==> src/rtl/ledpix_pkg.sv <==
package ledpix_pkg;

  localparam int BYTE_SLOTS = 24;

  typedef enum logic [1:0] {
    ST_IDLE = 2'd0,
    ST_SEND = 2'd1,
    ST_GAP  = 2'd2
  } tx_state_e;

  // Three slots per bit: lead high, data, trailing low; bit 7 first.
  function automatic logic [BYTE_SLOTS-1:0] expand_byte(input logic [7:0] val);
    logic [BYTE_SLOTS-1:0] pat;
    for (int i = 0; i < 8; i++) begin
      pat[BYTE_SLOTS-1-3*i] = 1'b1;
      pat[BYTE_SLOTS-2-3*i] = val[7-i];
      pat[BYTE_SLOTS-3-3*i] = 1'b0;
    end
    return pat;
  endfunction

endpackage

==> src/rtl/ledpix_frame_mem.sv <==
module ledpix_frame_mem #(
  parameter int NUM_PIX = 8,
  parameter int AW      = 3
) (
  input  logic          clk,
  input  logic          wr_en,
  input  logic [AW-1:0] wr_addr,
  input  logic [7:0]    wr_grn,
  input  logic [7:0]    wr_red,
  input  logic [7:0]    wr_blu,
  input  logic [AW-1:0] rd_pix,
  input  logic [1:0]    rd_col,
  output logic [7:0]    rd_byte
);

  logic [7:0] grn_q [NUM_PIX];
  logic [7:0] red_q [NUM_PIX];
  logic [7:0] blu_q [NUM_PIX];

  for (genvar p = 0; p < NUM_PIX; p++) begin : g_pix
    logic hit;
    assign hit = wr_en && (wr_addr == AW'(p));
    always_ff @(posedge clk) begin
      if (hit) begin
        grn_q[p] <= wr_grn;
        red_q[p] <= wr_red;
        blu_q[p] <= wr_blu;
      end
    end
  end

  always_comb begin
    case (rd_col)
      2'd0:    rd_byte = grn_q[rd_pix];
      2'd1:    rd_byte = red_q[rd_pix];
      default: rd_byte = blu_q[rd_pix];
    endcase
  end

endmodule

==> src/rtl/ledpix_slot_timer.sv <==
module ledpix_slot_timer #(
  parameter int DIV_SEL_W = 3,
  localparam int CW = (1 << DIV_SEL_W) - 1
) (
  input  logic                 clk,
  input  logic                 rst_n,
  input  logic                 run,
  input  logic                 clear,
  input  logic [DIV_SEL_W-1:0] div_sel,
  output logic                 tick
);

  logic [CW-1:0] cnt_q, cnt_n;
  logic [CW:0]   span;
  logic [CW:0]   last_cnt;

  always_comb begin
    span     = (CW+1)'(1) << div_sel;
    last_cnt = span - (CW+1)'(1);
    tick     = run && !clear && ({1'b0, cnt_q} == last_cnt);
    if (clear || !run || tick) cnt_n = '0;
    else                       cnt_n = cnt_q + CW'(1);
  end

  always_ff @(posedge clk or negedge rst_n) begin
    if (!rst_n) cnt_q <= '0;
    else        cnt_q <= cnt_n;
  end

endmodule

==> src/rtl/ledpix_symbol_shift.sv <==
module ledpix_symbol_shift
  import ledpix_pkg::*;
(
  input  logic       clk,
  input  logic       rst_n,
  input  logic       load,
  input  logic [7:0] load_byte,
  input  logic       shift_en,
  output logic       slot_bit,
  output logic       last_slot
);

  logic [BYTE_SLOTS-1:0] shreg_q, shreg_n;
  logic [4:0]            pos_q, pos_n;

  always_comb begin
    shreg_n = shreg_q;
    pos_n   = pos_q;
    if (load) begin
      shreg_n = expand_byte(load_byte);
      pos_n   = '0;
    end else if (shift_en) begin
      shreg_n = {shreg_q[BYTE_SLOTS-2:0], 1'b0};
      pos_n   = pos_q + 5'd1;
    end
  end

  always_ff @(posedge clk or negedge rst_n) begin
    if (!rst_n) begin
      shreg_q <= '0;
      pos_q   <= '0;
    end else begin
      shreg_q <= shreg_n;
      pos_q   <= pos_n;
    end
  end

  assign slot_bit  = shreg_q[BYTE_SLOTS-1];
  assign last_slot = (pos_q == 5'(BYTE_SLOTS-1));

endmodule

==> src/rtl/ledpix_serial_tx.sv <==
module ledpix_serial_tx
  import ledpix_pkg::*;
#(
  parameter int NUM_PIX   = 8,
  parameter int DIV_SEL_W = 3,
  parameter int GAP_W     = 16,
  localparam int AW = (NUM_PIX > 1) ? $clog2(NUM_PIX) : 1
) (
  input  logic                 clk,
  input  logic                 rst_n,
  input  logic                 wr_en,
  input  logic [AW-1:0]        wr_addr,
  input  logic [7:0]           wr_grn,
  input  logic [7:0]           wr_red,
  input  logic [7:0]           wr_blu,
  input  logic                 start,
  input  logic [DIV_SEL_W-1:0] div_sel,
  input  logic [GAP_W-1:0]     gap_slots,
  output logic                 sdo,
  output logic                 busy,
  output logic                 done
);

  localparam logic [AW-1:0] LAST_PIX = AW'(NUM_PIX - 1);

  tx_state_e            state_q, state_n;
  logic [AW-1:0]        pix_q, pix_n;
  logic [1:0]           col_q, col_n;
  logic [GAP_W-1:0]     gcnt_q, gcnt_n;
  logic [GAP_W-1:0]     gap_q;
  logic [DIV_SEL_W-1:0] div_q;
  logic                 done_q, done_n;

  logic          slot_tick, slot_bit, last_slot;
  logic          load_en, shift_en, frame_last, running;
  logic [AW-1:0] rd_pix;
  logic [1:0]    rd_col;
  logic [7:0]    rd_byte;

  ledpix_frame_mem #(.NUM_PIX(NUM_PIX), .AW(AW)) u_mem (
    .clk(clk), .wr_en(wr_en), .wr_addr(wr_addr),
    .wr_grn(wr_grn), .wr_red(wr_red), .wr_blu(wr_blu),
    .rd_pix(rd_pix), .rd_col(rd_col), .rd_byte(rd_byte)
  );

  ledpix_slot_timer #(.DIV_SEL_W(DIV_SEL_W)) u_timer (
    .clk(clk), .rst_n(rst_n), .run(running), .clear(start),
    .div_sel(div_q), .tick(slot_tick)
  );

  ledpix_symbol_shift u_shift (
    .clk(clk), .rst_n(rst_n), .load(load_en), .load_byte(rd_byte),
    .shift_en(shift_en), .slot_bit(slot_bit), .last_slot(last_slot)
  );

  assign running = (state_q != ST_IDLE);

  // Next colour byte to load: green, red, blue, then the next pixel.
  always_comb begin
    if (start) begin
      rd_pix = '0;
      rd_col = 2'd0;
    end else if (col_q == 2'd2) begin
      rd_pix = pix_q + AW'(1);
      rd_col = 2'd0;
    end else begin
      rd_pix = pix_q;
      rd_col = col_q + 2'd1;
    end
  end

  always_comb begin
    frame_last = last_slot && (col_q == 2'd2) && (pix_q == LAST_PIX);
    state_n    = state_q;
    pix_n      = pix_q;
    col_n      = col_q;
    gcnt_n     = gcnt_q;
    done_n     = 1'b0;
    load_en    = 1'b0;
    shift_en   = 1'b0;
    if (start) begin
      state_n = ST_SEND;
      pix_n   = '0;
      col_n   = 2'd0;
      gcnt_n  = '0;
      load_en = 1'b1;
    end else begin
      case (state_q)
        ST_SEND: begin
          if (slot_tick) begin
            if (!last_slot) begin
              shift_en = 1'b1;
            end else if (!frame_last) begin
              load_en = 1'b1;
              pix_n   = rd_pix;
              col_n   = rd_col;
            end else if (gap_q == '0) begin
              state_n = ST_IDLE;
              done_n  = 1'b1;
            end else begin
              state_n = ST_GAP;
              gcnt_n  = '0;
            end
          end
        end
        ST_GAP: begin
          if (slot_tick) begin
            if (gcnt_q == gap_q - GAP_W'(1)) begin
              state_n = ST_IDLE;
              done_n  = 1'b1;
            end else begin
              gcnt_n = gcnt_q + GAP_W'(1);
            end
          end
        end
        default: state_n = ST_IDLE;
      endcase
    end
  end

  always_ff @(posedge clk or negedge rst_n) begin
    if (!rst_n) begin
      state_q <= ST_IDLE;
      pix_q   <= '0;
      col_q   <= '0;
      gcnt_q  <= '0;
      done_q  <= 1'b0;
    end else begin
      state_q <= state_n;
      pix_q   <= pix_n;
      col_q   <= col_n;
      gcnt_q  <= gcnt_n;
      done_q  <= done_n;
    end
  end

  // Settings captured once per frame.
  always_ff @(posedge clk or negedge rst_n) begin
    if (!rst_n) begin
      div_q <= '0;
      gap_q <= '0;
    end else if (start) begin
      div_q <= div_sel;
      gap_q <= gap_slots;
    end
  end

  assign busy = running;
  assign done = done_q;
  assign sdo  = (state_q == ST_SEND) && slot_bit;

endmodule

==> config.mk <==
export PLATFORM = sky130hd
export DESIGN_NAME = ledpix_serial_tx
export DESIGN_NICKNAME = d
export VERILOG_FILES = /design/src/rtl/ledpix_pkg.sv /design/src/rtl/ledpix_frame_mem.sv /design/src/rtl/ledpix_slot_timer.sv /design/src/rtl/ledpix_symbol_shift.sv /design/src/rtl/ledpix_serial_tx.sv
export SDC_FILE = /design/constraint.sdc
export NUM_CORES = 1
export LEC_CHECK = 0
export BUFFER_PORTS_ARGS = -buffer_cell sky130_fd_sc_hd__buf_2
export CAP_MARGIN = 0
export CORE_ASPECT_RATIO = 1.2
export CORE_MARGIN = 3
export CORE_UTILIZATION = 40
export DETAILED_ROUTE_END_ITERATION = 12
export PLACE_DENSITY = 0.62
export SLEW_MARGIN = 15
export SYNTH_ARGS = -nofsm -noshare
export SYNTH_HDL_FRONTEND = slang
export SYNTH_SLANG_ARGS = --single-unit
==> constraint.sdc <==
create_clock -name clk -period 7.1 [get_ports clk]
set_clock_uncertainty 0.1 [all_clocks]
set_input_delay 0.355 -clock clk [delete_from_list [all_inputs] [get_ports clk]]
set_output_delay 0.355 -clock clk [all_outputs]
set_load 0.005 [all_outputs]
==> results.ini, run 1 <==
[outcome]
outcome=finished, final reports clean

[yosys]
yosysSeqAreaShare_pct=64.5
synth.distinct_cells=72
syn_avg_cell_area_um2=15.0
synth_edf_count=192
yosysMostFrequentCell=edfxtp_1
synth_fp_nets=857
synth_top_cell_by_area=edfxtp_1
synth_top_cells_by_count=edfxtp_1 (192), dfrtp_1 (78), nor2_1 (54), nand2_1 (48), mux2i_1 (45)
yosysWarnings=0
ys_ff_latch=270
synth_ff_type=edfxtp_1
synth_area_um2=12000
synth_cells=797
synth_top_area_share_pct=48.2
async_reset_ff_share_pct=28.9
netlist_top_cells_area=edfxtp_1 (48%), dfrtp_1 (16%), mux4_2 (8.3%)

[critical_path]
crit_path_cell_trace=or3_1, ha_1, xnor2_1, a31o_2, a311oi_1, nand3_1, nor3_1, o22a_1, mux2i_1
critPathArrivalTime_ns=4.38
crit_start=div_q[2]
max_stage_delay_ns=0.80
path_class=flip-flop to flip-flop
crit_buf_inv=0
r2r-start=div_q[2]
end_kind=flip-flop
cp-start-kind=flip-flop
crit_path_max_fanout=12
worstPathRequired_ns=7.47
cp_slowest_cell=nor3_1
cpLargestDelayFamily=simple AND/OR/NAND/NOR gates

[sta]
timing.final.crit_period_ns=4.01
rsz0062_at_grt=no
post-route-period-util_pct=56.5
holdWs_ns=0.247
setup_viol_count_final=0
fin_setup_tns_ns=0
worst_slack_ns=3.09
hold_violations=0
slew_viol_final=0
worst_pin_slew_ns=1.02
relSlewSlack_pct=32.0
fmax_ghz=0.249

[hold_path]
hold_class=input pin to flip-flop
min_from=wr_addr[1]

[pwr]
power_density_nw_per_um2=245
p_leak_nw=4.85
ir_worst_vdd_mv=0.198

[global_routing]
antenna_found_initial=1
met2_usage_pct=26.8
grt_start_max_net_pins=79
grt-busiest-layer=met2
grt_use_total_pct=15.6
grt_pass1_vias=7112
use_met3_pct=2.95
met1_usage_pct=20.1
grt_pass1_wl_um=39600
overflow=0

[drt]
viasPerCell=5.35
dr_total_vias=7014
routedWlPerCell_um=18.8
drc=0
wirelength_um=24600
drt_first_pass_iters=4
final_antenna_net_count=0
drtIter0Drc=445

[place]
place.gp.congestion=0.792
dpl.hpwl_um=15300
portBuffers=52
pre_cts_ws_ns=2.78
placed_area_um2=12700

[clock_tree]
tritoncts=yes
clk_pin_slew_ns=0.06
htree_levels=1
insertion_delay_ns=0.55
post_cts_resized=0
numCtsBuffers=29
clock_path_buffers=3
clock_sinks=270
root_buffer=clkbuf_16

[finish]
utilization_pct=48.4
nFillCells=2536
layout.nets=961
seq_area_um2=7720
multiInputGateArea_um2=4060
syn_to_final_growth_pct=17.7
drive_gt1_share_pct=22.5
final_area_um2=14100

[floorplan]
die_x_um=164
start_util_pct=41.1
core_um2=29100
fp-row-count=68
chipHeight_um=195
ios=53
dieArea_um2=32000

[job]
drv_cap=0

-- power breakdown --
group          total (W)  internal (W)  leakage, nW  switching [W]
combinational   0.000205     0.0000948         1.68       0.000110
sequential       0.00178       0.00175         2.72      0.0000330
clock            0.00146      0.000862        0.448       0.000596
-- worst reg2reg max path: stages, from the launching register on --
cell and delay, ns:
dfrtp_1 0.48, or3_1 0.41, ha_1 0.31, xnor2_1 0.13, a31o_2 0.21, a311oi_1 0.24
nand3_1 0.48, nor3_1 0.81, o22a_1 0.52, mux2i_1 0.24
-- through the flow --
stage	cells	power, W
6_report	1310	0.00345
5_1_grt	1310	0.00359
4_1_cts	1309	0.00350
3_5_place_dp	1211	0.00200
3_3_place_gp	1211	0.00200
2_1_floorplan	797	0.00193
-- cell families after synthesis --
kind of cell               count (synthesis)  share of synthesized area [%]
xor gates and xnor gates                  33                           2.42
DFF                                      270                           64.5
AOI/OAI and AO/OA                        108                           6.63
adders and majority gates                 10                           1.05
and+or+nand+nor                          205                           8.75
muxes                                    116                           14.6
buffers and inverters                     55                           2.06
-- registers in the layout, indices dropped and copies added (netlist names) --
signal / count
pix_q: 3
u_mem.blu_q: 64
col_q: 2
u_shift.pos_q: 5
u_timer.cnt_q: 7
state_q: 2
div_q: 3
u_mem.grn_q: 64
u_mem.red_q: 64
gcnt_q: 16
done: 1
u_shift.shreg_q: 23
gap_q: 16
-- cells in the final DEF (no fill, tap or decap), drive strengths merged, types with 16 or more instances in the layout --
| cell type | n |
|---|---|
| mux2 | 27 |
| mux4 | 44 |
| nand3 | 16 |
| buf | 68 |
| xnor2 | 24 |
| edfxtp | 192 |
| dfrtp | 78 |
| mux2i | 45 |
| nor2 | 55 |
| nor3 | 16 |
| clkbuf | 37 |
| nand2 | 48 |
| nand2b | 16 |
| dlygate4sd3 | 44 |
| inv | 16 |
| o21ai | 22 |
-- path summary, 6_finish.rpt --
check	endpoint	slack, ns	cells after the start
setup / recovery	gcnt_q[1]	3.09	9
hold / removal	u_mem.red_q[3][7]	0.25	3
setup reg to reg	gcnt_q[1]	3.09	9
hold reg to reg	u_shift.shreg_q[20]	0.39	2
max in group asynchronous	u_timer.cnt_q[5]	5.81	2
min in group asynchronous	gap_q[7]	0.39	2
-- final cells by class --
class,instances,share of cell area (%)
Clock buffer,37,5.37
Tap cell,385,3.42
Inverter,16,0.427
Clock inverter,17,1.23
Multi-Input combinational cell,472,28.9
Timing Repair Buffer,112,5.85
Antenna cell,1,0.0178
Sequential cell,270,54.8
-- layer usage --
layer,up-vias,wire length [µm]
met5,-,0
met4,0,584
met3,38,1170
met2,143,12500
met1,3528,10400
li1,3305,-
-- what timing repair did --
action                                 CTS  global route
setup endpoints to repair                0             0
endpoints found under the hold margin  289             0
hold buffers                            44             0
setup buffers                            0             0
Note: power is estimated with default switching activity, not from simulation.
==> run 2: changes to the inputs <==
==> constraint.sdc (replaced) <==
create_clock -name clk -period 4 [get_ports clk]
set_clock_uncertainty 0.1 [all_clocks]
set_input_delay 0.2 -clock clk [delete_from_list [all_inputs] [get_ports clk]]
set_output_delay 0.2 -clock clk [all_outputs]
set_load 0.005 [all_outputs]
==> results.ini, run 2 (synthesis gave the netlist of run 1 again) <==
[outcome]
outcome=finished, final reports clean

[drt]
viasPerCell=5.35
top_layer=met4
final_antenna_net_count=0
wl_met3_um=1110
drt-met1-wl_um=10400
wirelength_um=24600
drc=0
met2WireLength_um=12600
dr_total_vias=7013
drtIter0Drc=445
routedWlPerCell_um=18.7
drt_first_pass_iters=4

[floorplan]
chipHeight_um=195
fp-row-count=68
die_x_um=164
dieArea_um2=32000
start_util_pct=41.1
ios=53
core_um2=29100

[finish]
layout.nets=964
drive_gt1_share_pct=23.3
layout_common_cells=edfxtp_1 (192), dfrtp_1 (78), buf_2 (51)
reg_top3=u_mem.blu_q (64), u_mem.grn_q (64), u_mem.red_q (64)
syn_to_final_growth_pct=18.8
nFillCells=2465
final_common_cell=edfxtp_1

[critical_path]
crit_path_max_fanout=11
critPathArrivalTime_ns=3.89
cpLargestDelayFamily=simple AND/OR/NAND/NOR gates
worstPathRequired_ns=4.31
regToRegSetupSlack_ns=0.42
crit_path_cell_trace=inv_1, ha_1, or4b_4, or4_4, a2111oi_4, o211a_4, nand4_1, nand3_1, mux2i_1
max_stage_delay_ns=0.54
cp-start-kind=flip-flop
crit_buf_inv=1
end_kind=flip-flop
cp_slowest_cell=or4_4
path_class=flip-flop to flip-flop

[global_routing]
grt_use_total_pct=15.7
grt_pass1_vias=7252
grt_pass1_wl_um=39900
grt_start_max_net_pins=79
antenna_found_initial=1
overflow=0

[sta]
fmax_ghz=0.279
rsz0062_at_grt=no
relSlewSlack_pct=32.3
worst_pin_slew_ns=1.02
fin_setup_tns_ns=0
post-route-period-util_pct=89.6
setup_viol_count_final=0
timing.final.crit_period_ns=3.58
slew_viol_final=0
hold_violations=0

[place]
dpl.hpwl_um=15100
place.gp.congestion=0.766
portBuffers=52

[clock_tree]
clk_pin_slew_ns=0.06
htree_levels=1
root_buffer=clkbuf_16
tritoncts=yes
numCtsBuffers=29
insertion_delay_ns=0.55
post_cts_resized=0
clock_path_buffers=3
clock_sinks=270

[pwr]
p_leak_nw=4.90
switching_power_w=0.00135
power_density_nw_per_um2=443
pwr-share-seq_pct=50.3
cell_internal_pwr_w=0.00494
ir_worst_vdd_mv=0.360
pwr-share-clk_pct=43.9
p_sw_share_pct=21.5
power_frac_comb_pct=5.8
p_total_w=0.00630

[job]
drv_cap=0

[hold_path]
hold_class=input pin to flip-flop

==> run 2: repair_timing <==
| item | CTS | global route |
|---|---|---|
| hold endpoints to repair | 289 | 0 |
| setup buffers | 0 | 0 |
| hold buffers | 44 | 0 |
==> run 2: metal layers <==
metal	GRT usage [%]	vias up
met2	27.0	143
met5	0	-
met3	2.61	36
li1	-	3306
met4	3.76	0
met1	20.8	3528
==> run 2: area by class of cell <==
class / instances / area (µm²) / share of cell area (%)
antenna: 1 / 2.50 / 0.0176
clock buffer: 32 / 737 / 5.19
clock inverter: 21 / 262 / 1.84
inverter: 16 / 60.1 / 0.423
multi-input combinational: 472 / 4060 / 28.6
sequential: 270 / 7720 / 54.3
tap: 385 / 482 / 3.39
timing repair buffer: 115 / 883 / 6.22
==> run 2: path summary, 6_finish.rpt <==
check	from	endpoint	cells past startpoint
max	gap_q[0]	gcnt_q[0]	9
min	wr_addr[1]	u_mem.grn_q[7][5]	3
max in group asynchronous	rst_n	u_shift.shreg_q[10]	2
min in group asynchronous	rst_n	gap_q[6]	2
max reg2reg	gap_q[0]	gcnt_q[0]	9
min reg2reg	u_shift.shreg_q[1]	u_shift.shreg_q[2]	2
==> run 2: power by group through the flow <==
stage,Combinational (W),Clock [W],Sequential [W]
after CTS,0.000373,0.00283,0.00317
final,0.000366,0.00276,0.00317
after global placement,0.000333,0,0.00322
after detailed placement,0.000339,0,0.00322
after global routing,0.000408,0.00295,0.00318
after floorplan,0.000226,0,0.00320
==> run 2: metrics by stage <==
step / instance area [µm²] / setup slack [ns] / hold slack, ns / utilization (%) / cells
finish: 14200 / 0.417 / 0.142 / 48.8 / 1312
global route: 14200 / 0.217 / 0.161 / 48.8 / 1312
CTS: 14200 / 0.400 / 0.136 / 48.8 / 1311
detailed placement: 12800 / 0.412 / 0.328 / 43.9 / 1214
global placement: 12800 / 0.482 / 0.315 / 43.9 / 1214
floorplan: 12000 / 0.485 / -0.196 / - / 797
==> run 2: worst register-to-register path: cells and delay by family, from the launching register on <==
| family | cells | cell delay, ns |
|---|---|---|
| AO/OA/AOI/OAI | 2 | 0.63 |
| AND/OR/NAND/NOR | 4 | 1.91 |
| adder cells (fa/ha/maj) | 1 | 0.20 |
| multiplexers | 1 | 0.12 |
| buffers and inverters | 1 | 0.09 |
| flip-flops | 1 | 0.41 |
==> run 3: changes to the inputs <==
--- a/config.mk
+++ b/config.mk
@@ -11,7 +11,6 @@
 export CORE_MARGIN = 3
 export CORE_UTILIZATION = 40
 export DETAILED_ROUTE_END_ITERATION = 12
-export PLACE_DENSITY = 0.62
 export SLEW_MARGIN = 15
 export SYNTH_ARGS = -nofsm -noshare
 export SYNTH_HDL_FRONTEND = slang
==> results.ini, run 3 (synthesis gave the netlist of run 1 again) <==
[pwr]
power_density_nw_per_um2=423
p_leak_nw=4.86
p_total_w=0.00596
ir_worst_vdd_mv=0.347

[critical_path]
path_class=flip-flop to flip-flop
critPathArrivalTime_ns=3.73
crit_end=u_shift.shreg_q[10]
end_kind=flip-flop
crit_start=div_q[2]
cp-start-kind=flip-flop
r2r_cells=11
rr_endpoint=u_shift.shreg_q[10]
crit_path_max_fanout=18
regToRegSetupSlack_ns=0.59
worstPathRequired_ns=4.32
r2r-start=div_q[2]

[global_routing]
overflow=0
grt_pass1_vias=7117
grt_pass1_wl_um=39400
antenna_found_initial=0
grt_start_max_net_pins=50
grt_use_total_pct=15.5

[clock_tree]
root_buffer=clkbuf_16
post_cts_resized=0
tritoncts=yes
clock_path_buffers=3
cts_setup_buffers=0
clk_pin_slew_ns=0.06
clock_sinks=270
htree_levels=1
insertion_delay_ns=0.54
numCtsBuffers=28

[place]
pre_cts_ws_ns=0.588
dpl.hpwl_um=15200
portBuffers=52
place.gp.congestion=0.800

[drt]
drt-met1-wl_um=10800
wirelength_um=24600
drc=0
routedWlPerCell_um=18.7
top_layer=met4
wl_met3_um=853
met2WireLength_um=12400
viasPerCell=5.30
final_antenna_net_count=0
dr_total_vias=6977
drt_first_pass_iters=5
drtIter0Drc=481

[floorplan]
start_util_pct=41.1
ios=53
fp-row-count=68
core_um2=29100
chipHeight_um=195
dieArea_um2=32000
die_x_um=164

[sta]
relSlewSlack_pct=51.0
hold_violations=0
setup_viol_count_final=0
slew_viol_final=0
timing.final.crit_period_ns=3.41
fmax_ghz=0.293
fin_setup_tns_ns=0
worst_slack_ns=0.585
worst_pin_slew_ns=0.730
rsz0062_at_grt=no
post-route-period-util_pct=85.4

[finish]
drive_gt1_share_pct=23.5
layout.nets=969
utilization_pct=48.4
reg_top3=u_mem.blu_q (64), u_mem.grn_q (64), u_mem.red_q (64)
final_common_cell=edfxtp_1
syn_to_final_growth_pct=17.7
layout_common_cells=edfxtp_1 (192), dfrtp_1 (78), buf_2 (51)
antenna_cells=0

[hold_path]
hold_class=input pin to flip-flop

[outcome]
outcome=finished, final reports clean

[job]
drv_cap=0

run 3: cell types whose count changed in the layout (fill, tap and decap cells not counted), sizes merged:
cell | before | now
clkbuf | 32 | 39
clkinvlp | 4 | 5
inv | 18 | 17
buf | 71 | 77
diode | 1 | 0
clkinv | 10 | 7
bufinv | 5 | 0
run 3: routing by layer:
layer / vias to the layer above / GRT usage [%]
met5: - / 0
met3: 32 / 2.06
li1: 3320 / -
met4: 0 / 3.42
met2: 125 / 27.0
met1: 3500 / 20.7
run 3: final cells by class:
class | instances | area, µm²
Clock inverter | 13 | 100
Timing Repair Buffer | 121 | 916
Tap cell | 385 | 482
Multi-Input combinational cell | 472 | 4050
Inverter | 16 | 60.1
Fill cell | 2543 | 15000
Sequential cell | 270 | 7720
Clock buffer | 39 | 762
run 3: worst max-delay path: stages (launching register included):
cell      delay (ns)
dfrtp_1         0.48
or3_1           0.41
ha_1            0.31
xnor2_1         0.13
a31o_2          0.21
a311oi_1        0.24
nand3_1         0.11
buf_4           0.20
nor3_4          0.18
buf_4           0.30
mux2_2          0.37
mux2_2          0.26
run 3: how the worst min path moves through the flow:
stage,from,cells after the start,end
after floorplan,rst_n,0,col_q[0]
after global placement,rst_n,1,gap_q[5]
after detailed placement,rst_n,1,gap_q[5]
after CTS,start,2,col_q[0]
after global routing,start,2,col_q[1]
final,start,2,col_q[0]
run 3: where the power goes:
group / switching (W) / internal (W)
combinational: 0.000198 / 0.000171
sequential: 0.0000580 / 0.00311
clock: 0.00108 / 0.00135
total: 0.00133 / 0.00462
run 3: what timing repair did:
action / in CTS / in global routing
setup endpoints to repair: 0 / 0
hold buffers: 44 / 0
hold endpoints to repair: 256 / 0
run 3: per-stage QoR:
stage | cell area [µm²] | hold slack, ns | cells
4_1_cts | 14100 | 0.0382 | 1316
2_1_floorplan | 12000 | -0.196 | 797
3_5_place_dp | 12800 | 0.157 | 1220
5_1_grt | 14100 | 0.0973 | 1316
3_3_place_gp | 12800 | 0.156 | 1220
6_report | 14100 | 0.0647 | 1316
